### config.mk
export PLATFORM = sky130hd
export DESIGN_NAME = i2c_cal_slave
export DESIGN_NICKNAME = d
export VERILOG_FILES = /design/src/rtl/cal_pkg.sv /design/src/rtl/cal_sync.sv /design/src/rtl/cal_cond_det.sv /design/src/rtl/cal_bus_fsm.sv /design/src/rtl/cal_store.sv /design/src/rtl/i2c_cal_slave.sv
export SDC_FILE = /design/constraint.sdc
export NUM_CORES = 1
export LEC_CHECK = 0
export BUFFER_PORTS_ARGS = -buffer_cell sky130_fd_sc_hd__buf_2
export CORE_MARGIN = 2
export CORE_UTILIZATION = 49
export DETAILED_ROUTE_END_ITERATION = 6
export MAX_ROUTING_LAYER = met4
export PLACE_DENSITY_LB_ADDON = 0.25
export SYNTH_ARGS = -nofsm -noshare
export SYNTH_HDL_FRONTEND = slang
export SYNTH_SLANG_ARGS = --single-unit
export TNS_END_PERCENT = 50
### constraint.sdc
create_clock -name clk -period 3.58 [get_ports clk]
set_input_delay 0.716 -clock clk [delete_from_list [all_inputs] [get_ports clk]]
set_output_delay 0.716 -clock clk [all_outputs]
set_load 0.005 [all_outputs]
### src/rtl/cal_pkg.sv
package cal_pkg;
   typedef enum logic [2:0] {
      ST_IDLE,
      ST_ADR,
      ST_AACK,
      ST_WDAT,
      ST_DACK,
      ST_RDAT,
      ST_SKIP
   } bus_st_t;

   localparam int ADR_BITS = 8;
endpackage

### src/rtl/cal_sync.sv
module cal_sync #(
   parameter int STAGES = 2
) (
   input  logic clk,
   input  logic rst_n,
   input  logic d_i,
   output logic q_o
);
   generate
      if (STAGES < 2) begin : g_bad
         $error("cal_sync: STAGES must be at least 2");
      end
   endgenerate

   logic [STAGES-1:0] chain_q;

   always_ff @(posedge clk or negedge rst_n) begin
      if (!rst_n) chain_q <= '1;
      else        chain_q <= {chain_q[STAGES-2:0], d_i};
   end

   assign q_o = chain_q[STAGES-1];
endmodule

### src/rtl/cal_cond_det.sv
module cal_cond_det #(
   parameter int STAGES = 2
) (
   input  logic clk,
   input  logic rst_n,
   input  logic scl_i,
   input  logic sda_i,
   output logic sda_s,
   output logic scl_rise,
   output logic scl_fall,
   output logic start_det,
   output logic stop_det
);
   logic scl_s, scl_p, sda_p;

   cal_sync #(.STAGES(STAGES)) u_scl (.clk(clk), .rst_n(rst_n), .d_i(scl_i), .q_o(scl_s));
   cal_sync #(.STAGES(STAGES)) u_sda (.clk(clk), .rst_n(rst_n), .d_i(sda_i), .q_o(sda_s));

   always_ff @(posedge clk or negedge rst_n) begin
      if (!rst_n) begin
         scl_p <= 1'b1;
         sda_p <= 1'b1;
      end else begin
         scl_p <= scl_s;
         sda_p <= sda_s;
      end
   end

   assign scl_rise  = scl_s & ~scl_p;
   assign scl_fall  = ~scl_s & scl_p;
   assign start_det = scl_s & scl_p & sda_p & ~sda_s;
   assign stop_det  = scl_s & scl_p & ~sda_p & sda_s;
endmodule

### src/rtl/cal_bus_fsm.sv
module cal_bus_fsm
   import cal_pkg::*;
#(
   parameter logic [6:0] DEV_ADDR = 7'h4C,
   parameter int         CODE_W   = 7
) (
   input  logic              clk,
   input  logic              rst_n,
   input  logic              sda_s,
   input  logic              scl_rise,
   input  logic              scl_fall,
   input  logic              start_det,
   input  logic              stop_det,
   input  logic              busy,
   input  logic [CODE_W-1:0] live_code,
   output logic              sda_oe,
   output logic              wr_live,
   output logic              wr_nv,
   output logic [CODE_W-1:0] wr_data
);
   localparam int DBITS = CODE_W + 1;
   localparam int SH_W  = (DBITS > ADR_BITS) ? DBITS : ADR_BITS;
   localparam int CNT_W = $clog2(SH_W + 1);

   generate
      if (CODE_W < 2 || CODE_W > 15) begin : g_bad
         $error("cal_bus_fsm: CODE_W out of range");
      end
   endgenerate

   bus_st_t           st_q;
   logic [SH_W-1:0]   sh_q;
   logic [DBITS-1:0]  tx_q;
   logic [CNT_W-1:0]  cnt_q;
   logic              rw_q;

   always_ff @(posedge clk or negedge rst_n) begin
      if (!rst_n) begin
         st_q    <= ST_IDLE;
         sh_q    <= '0;
         tx_q    <= '0;
         cnt_q   <= '0;
         rw_q    <= 1'b0;
         sda_oe  <= 1'b0;
         wr_live <= 1'b0;
         wr_nv   <= 1'b0;
         wr_data <= '0;
      end else begin
         wr_live <= 1'b0;
         wr_nv   <= 1'b0;
         if (start_det) begin
            st_q   <= ST_ADR;
            cnt_q  <= '0;
            sda_oe <= 1'b0;
         end else if (stop_det) begin
            st_q   <= ST_IDLE;
            sda_oe <= 1'b0;
         end else begin
            unique case (st_q)
               ST_ADR: begin
                  if (scl_rise) begin
                     sh_q  <= {sh_q[SH_W-2:0], sda_s};
                     cnt_q <= cnt_q + 1'b1;
                  end else if (scl_fall && cnt_q == CNT_W'(ADR_BITS)) begin
                     if (sh_q[7:1] == DEV_ADDR && (sh_q[0] || !busy)) begin
                        st_q   <= ST_AACK;
                        rw_q   <= sh_q[0];
                        sda_oe <= 1'b1;
                     end else begin
                        st_q <= ST_SKIP;
                     end
                  end
               end
               ST_AACK: begin
                  if (scl_fall) begin
                     cnt_q <= '0;
                     if (rw_q) begin
                        tx_q   <= {live_code, 1'b0};
                        sda_oe <= ~live_code[CODE_W-1];
                        st_q   <= ST_RDAT;
                     end else begin
                        sda_oe <= 1'b0;
                        st_q   <= ST_WDAT;
                     end
                  end
               end
               ST_RDAT: begin
                  if (scl_rise) begin
                     cnt_q <= cnt_q + 1'b1;
                  end else if (scl_fall) begin
                     if (cnt_q == CNT_W'(DBITS)) begin
                        sda_oe <= 1'b0;
                        st_q   <= ST_SKIP;
                     end else begin
                        tx_q   <= {tx_q[DBITS-2:0], 1'b0};
                        sda_oe <= ~tx_q[DBITS-2];
                     end
                  end
               end
               ST_WDAT: begin
                  if (scl_rise) begin
                     sh_q  <= {sh_q[SH_W-2:0], sda_s};
                     cnt_q <= cnt_q + 1'b1;
                  end else if (scl_fall && cnt_q == CNT_W'(DBITS)) begin
                     sda_oe  <= 1'b1;
                     wr_data <= sh_q[DBITS-1:1];
                     wr_live <= sh_q[0];
                     wr_nv   <= ~sh_q[0];
                     st_q    <= ST_DACK;
                  end
               end
               ST_DACK: begin
                  if (scl_fall) begin
                     sda_oe <= 1'b0;
                     st_q   <= ST_SKIP;
                  end
               end
               default: begin
                  sda_oe <= 1'b0;
               end
            endcase
         end
      end
   end
endmodule

### src/rtl/cal_store.sv
module cal_store #(
   parameter int                CODE_W      = 7,
   parameter logic [CODE_W-1:0] NV_DEFAULT  = 7'h40,
   parameter int                PROG_CYCLES = 100000
) (
   input  logic              clk,
   input  logic              rst_n,
   input  logic              wr_live,
   input  logic              wr_nv,
   input  logic [CODE_W-1:0] wr_data,
   output logic [CODE_W-1:0] code_o,
   output logic              busy_o,
   output logic              boot_o
);
   generate
      if (PROG_CYCLES < 0) begin : g_bad
         $error("cal_store: PROG_CYCLES must not be negative");
      end
   endgenerate

   // Nonvolatile copy: power-up value only, survives rst_n.
   logic [CODE_W-1:0] nv_q = NV_DEFAULT;
   logic              boot_q;

   always_ff @(posedge clk) begin
      if (wr_nv) nv_q <= wr_data;
   end

   always_ff @(posedge clk or negedge rst_n) begin
      if (!rst_n) begin
         code_o <= '0;
         boot_q <= 1'b1;
      end else if (boot_q) begin
         code_o <= nv_q;
         boot_q <= 1'b0;
      end else if (wr_live) begin
         code_o <= wr_data;
      end
   end

   assign boot_o = boot_q;

   generate
      if (PROG_CYCLES == 0) begin : g_no_timer
         assign busy_o = 1'b0;
      end else begin : g_timer
         localparam int TW = $clog2(PROG_CYCLES + 1);
         logic [TW-1:0] tmr_q;
         always_ff @(posedge clk or negedge rst_n) begin
            if (!rst_n)             tmr_q <= '0;
            else if (wr_nv)         tmr_q <= TW'(PROG_CYCLES);
            else if (tmr_q != '0)   tmr_q <= tmr_q - 1'b1;
         end
         assign busy_o = (tmr_q != '0);
      end
   endgenerate
endmodule

### src/rtl/i2c_cal_slave.sv
module i2c_cal_slave #(
   parameter logic [6:0]        DEV_ADDR    = 7'h4C,
   parameter int                CODE_W      = 7,
   parameter logic [CODE_W-1:0] NV_DEFAULT  = 7'h40,
   parameter int                PROG_CYCLES = 100000,
   parameter int                SYNC_STAGES = 2
) (
   input  logic              clk,
   input  logic              rst_n,
   input  logic              scl_i,
   input  logic              sda_i,
   output logic              sda_oe,
   output logic [CODE_W-1:0] code_o
);
   logic sda_s, scl_rise, scl_fall, start_det, stop_det;
   logic busy, boot, wr_live, wr_nv;
   logic [CODE_W-1:0] wr_data;

   cal_cond_det #(.STAGES(SYNC_STAGES)) u_det (
      .clk(clk), .rst_n(rst_n), .scl_i(scl_i), .sda_i(sda_i),
      .sda_s(sda_s), .scl_rise(scl_rise), .scl_fall(scl_fall),
      .start_det(start_det), .stop_det(stop_det)
   );

   cal_bus_fsm #(.DEV_ADDR(DEV_ADDR), .CODE_W(CODE_W)) u_fsm (
      .clk(clk), .rst_n(rst_n), .sda_s(sda_s), .scl_rise(scl_rise),
      .scl_fall(scl_fall), .start_det(start_det), .stop_det(stop_det),
      .busy(busy), .live_code(code_o), .sda_oe(sda_oe),
      .wr_live(wr_live), .wr_nv(wr_nv), .wr_data(wr_data)
   );

   cal_store #(.CODE_W(CODE_W), .NV_DEFAULT(NV_DEFAULT), .PROG_CYCLES(PROG_CYCLES)) u_store (
      .clk(clk), .rst_n(rst_n), .wr_live(wr_live), .wr_nv(wr_nv),
      .wr_data(wr_data), .code_o(code_o), .busy_o(busy), .boot_o(boot)
   );
endmodule

==> flow_metrics.py <==
metrics = {
    "run_status": {
        "run_status": "complete, no violations",
    },
    "worst_hold_path": {
        "min_path_type": "flop to flop",
        "hold-path-cell-count": 0,
        "holdCritStartpoint": "u_det.u_scl.chain_q[0]",
        "holdPathEnd": "u_det.u_scl.chain_q[1]",
    },
    "placement": {
        "gp_congestion": 0.8199,
        "port_buffers": 11,
        "dp_hpwl_um": 3565,
        "place_inst": 367,
        "preCtsSetupSlack_ps": 1165,
    },
    "cts": {
        "cts_hold_buf": 0,
        "clockBufferDepth": 2,
        "htree_levels": 3,
        "cts_made_buffers": 9,
        "cts_root_buf": "clkbuf_8",
        "cts_tree": "yes",
        "postCtsSetupBuffers": 0,
        "path_clk_slew_ps": 70,
        "cts_resized": 0,
        "clkSinkCount": 70,
        "clkLatencyLatePin_ps": 340,
    },
    "layout": {
        "areaGrowthSynthToFinish_pct": 8.885,
        "nets": 308,
        "instances_no_fill": 383,
        "final_util_pct": 55.05,
        "layout-drive-gt1-share_pct": 18.95,
        "diodes": 0,
    },
    "detailed_routing": {
        "dr.pass1.iters": 4,
        "drtAntennaViolNets": 0,
        "wirelength_um": 5281,
        "first_iter_violations": 117,
        "wire_per_inst_um": 13.79,
        "via_count": 2067,
        "drc": 0,
        "avgViaCountPerCell": 5.397,
    },
    "logic_synthesis": {
        "syn_area_sq_um": 3211,
        "async_reset_ff_share_pct": 90.00,
        "synth.avg_cell_area_sq_um": 11.03,
        "synth_top_area_share_pct": 43.65,
        "yosys-top-cells-area": "dfrtp_1 44%, edfxtp_1 6.5%, dfstp_2 5.7%",
        "synth_seq_cells": 70,
        "ys_types": 48,
        "synth_nets": 298,
        "yosysTopAreaCell": "dfrtp_1",
        "yosysSeqAreaShare_pct": 55.92,
        "yosysWarnings": 0,
        "synthFlopType": "dfrtp_1",
        "synthTopCellsByCount": "56 x dfrtp_1, 25 x nor2_1, 23 x o21ai_0",
        "synth_edf_count": 7,
        "yosysMostFrequentCell": "dfrtp_1",
        "synth_cells": 291,
    },
    "worst_setup_path": {
        "cp.required_ps": 3810,
        "r2r-end": "u_fsm.wr_data[2]",
        "cp_data_arrival_time_ps": 2680,
        "cp_max_fo": 8,
        "r2r_start": "u_det.scl_p",
        "crit_type": "flop to flop",
        "cp-end-kind": "flop",
        "setup.worst_path.start_class": "flop",
        "reg2reg_depth": 4,
        "crit_path_start": "u_det.scl_p",
        "rrSetupSlack_ps": 1130,
    },
    "global_routing": {
        "grt_use_met2_pct": 26.14,
        "grt_pass1_wl_um": 9542,
        "grt_max_degree": 38,
        "antenna_found_initial": 0,
        "grt.total_usage_pct": 17.33,
        "grt-ovfl-total": 0,
        "grt_use_met3_pct": 6.128,
        "grt_pass1_vias": 2044,
        "grt.met1_usage_pct": 21.97,
        "top_usage_layer": "met2",
    },
    "floorplan": {
        "start_util_pct": 50.56,
        "die_w_um": 84.95,
        "ios": 12,
        "core_area_sq_um": 6350,
        "die_area_sq_um": 7216,
        "die_h_um": 84.95,
        "rows": 29,
    },
    "sta": {
        "skew_ps": 6.210,
        "setup_violations": 0,
        "slew_viol_final": 0,
        "fin_crit_ps": 2453,
        "worstMarginPinSlew_ps": 848.2,
        "finalSetupTns_ps": 0,
        "fin_crit_sh_pct": 68.51,
        "worst_slack_ps": 1127,
        "finalHoldWorstSlack_ps": 356.7,
        "rsz0062_at_grt": "no",
        "max-slew-margin-rel_pct": 43.02,
        "final_hold_viol_count": 0,
        "max_freq_ghz": 0.4077,
    },
    "run": {
        "maxCapViolations": 0,
    },
    "power_and_ir_drop": {
        "ir_drop_v": 0.0003901,
        "power_density_nw_per_um2": 619.5,
        "leakage_nw": 1.513,
    },
}
==> cell families (layout without fill, tap and decap cells) <==
kind of cell | count (synthesis) | after routing | synth area share, %
adder cells (fa/ha/maj) | 3 | 3 | 1.169
flip-flops | 70 | 70 | 55.92
buffers and inverters | 21 | 36 | 2.923
AO/OA/AOI/OAI | 48 | 48 | 8.691
XOR/XNOR | 12 | 12 | 3.274
AND/OR/NAND/NOR | 109 | 109 | 18.90
other | 1 | 1 | 0.1168
multiplexers | 27 | 27 | 9.002
==> state kept, by name, indices dropped and copies added, names as in the netlist, 2 cells and up <==
signal                 count
u_store.code_o             7
u_fsm.tx_q                 6
u_fsm.sh_q                 8
u_store.g_timer.tmr_q     17
u_det.u_scl.chain_q        2
u_fsm.wr_data              7
u_store.nv_q               7
u_fsm.cnt_q                4
u_fsm.st_q                 3
u_det.u_sda.chain_q        2
==> area by class of cell <==
| cell class | count | area, sq um |
|---|---|---|
| flip-flops and latches | 70 | 1795 |
| repair buffers | 12 | 62.56 |
| clock inverters | 6 | 62.56 |
| inverters | 8 | 30.03 |
| clock buffers | 10 | 127.6 |
| fillers | 542 | 2854 |
| well taps | 77 | 96.34 |
| multi-input cells | 200 | 1321 |
==> routing by layer <==
layer  wire length, um  vias up
met4                73        0
met1              2525      988
met5                 0        -
met2              2459       22
li1                  -     1049
met3               223        8
==> cells in the final DEF, fill, tap and decap left out, types with 3 or more instances in the layout <==
cell type and count:
a21oi_1 11, and2_1 3, buf_2 11, clkbuf_8 9, clkinvlp_4 3, dfrtp_1 56, dfstp_2 7, edfxtp_1 7
ha_1 3, inv_1 8, mux2_2 15, mux2i_1 12, nand2_1 20, nand2b_1 8, nand3_1 8, nand3b_1 3
nor2_1 25, nor2b_1 3, nor3_1 10, nor4_1 7, o21ai_0 23, or4_1 3, xnor2_1 8, xor2_1 4
==> power by group <==
part	total (W)	internal (W)	switching [W]
logic	0.000444	0.000226	0.000218
registers	0.00111	0.000957	0.000158
clock network	0.000607	0.000319	0.000288
==> worst max-delay path, cell delays in order, from the launching register on <==
cell	delay, ps
dfstp_2	600
nor2b_1	360
nand2_1	220
nor3_1	740
mux2_2	410
==> per-stage QoR <==
step,area (sq um),power [W]
floorplan,3211,0.001472
global placement,3306,0.001565
detailed placement,3306,0.001572
CTS,3496,0.002194
global route,3496,0.002328
finish,3496,0.002166
==> worst max path at each step <==
stage               slack, ps          endpoint  cells past startpoint
floorplan                1250     u_fsm.st_q[2]                      8
global placement         1220     u_fsm.st_q[2]                      7
detailed placement       1170  u_fsm.wr_data[6]                      4
CTS                      1130  u_fsm.wr_data[2]                      4
global route              940  u_fsm.wr_data[2]                      4
finish                   1130  u_fsm.wr_data[2]                      4
Power figures use the tool's default switching activity.
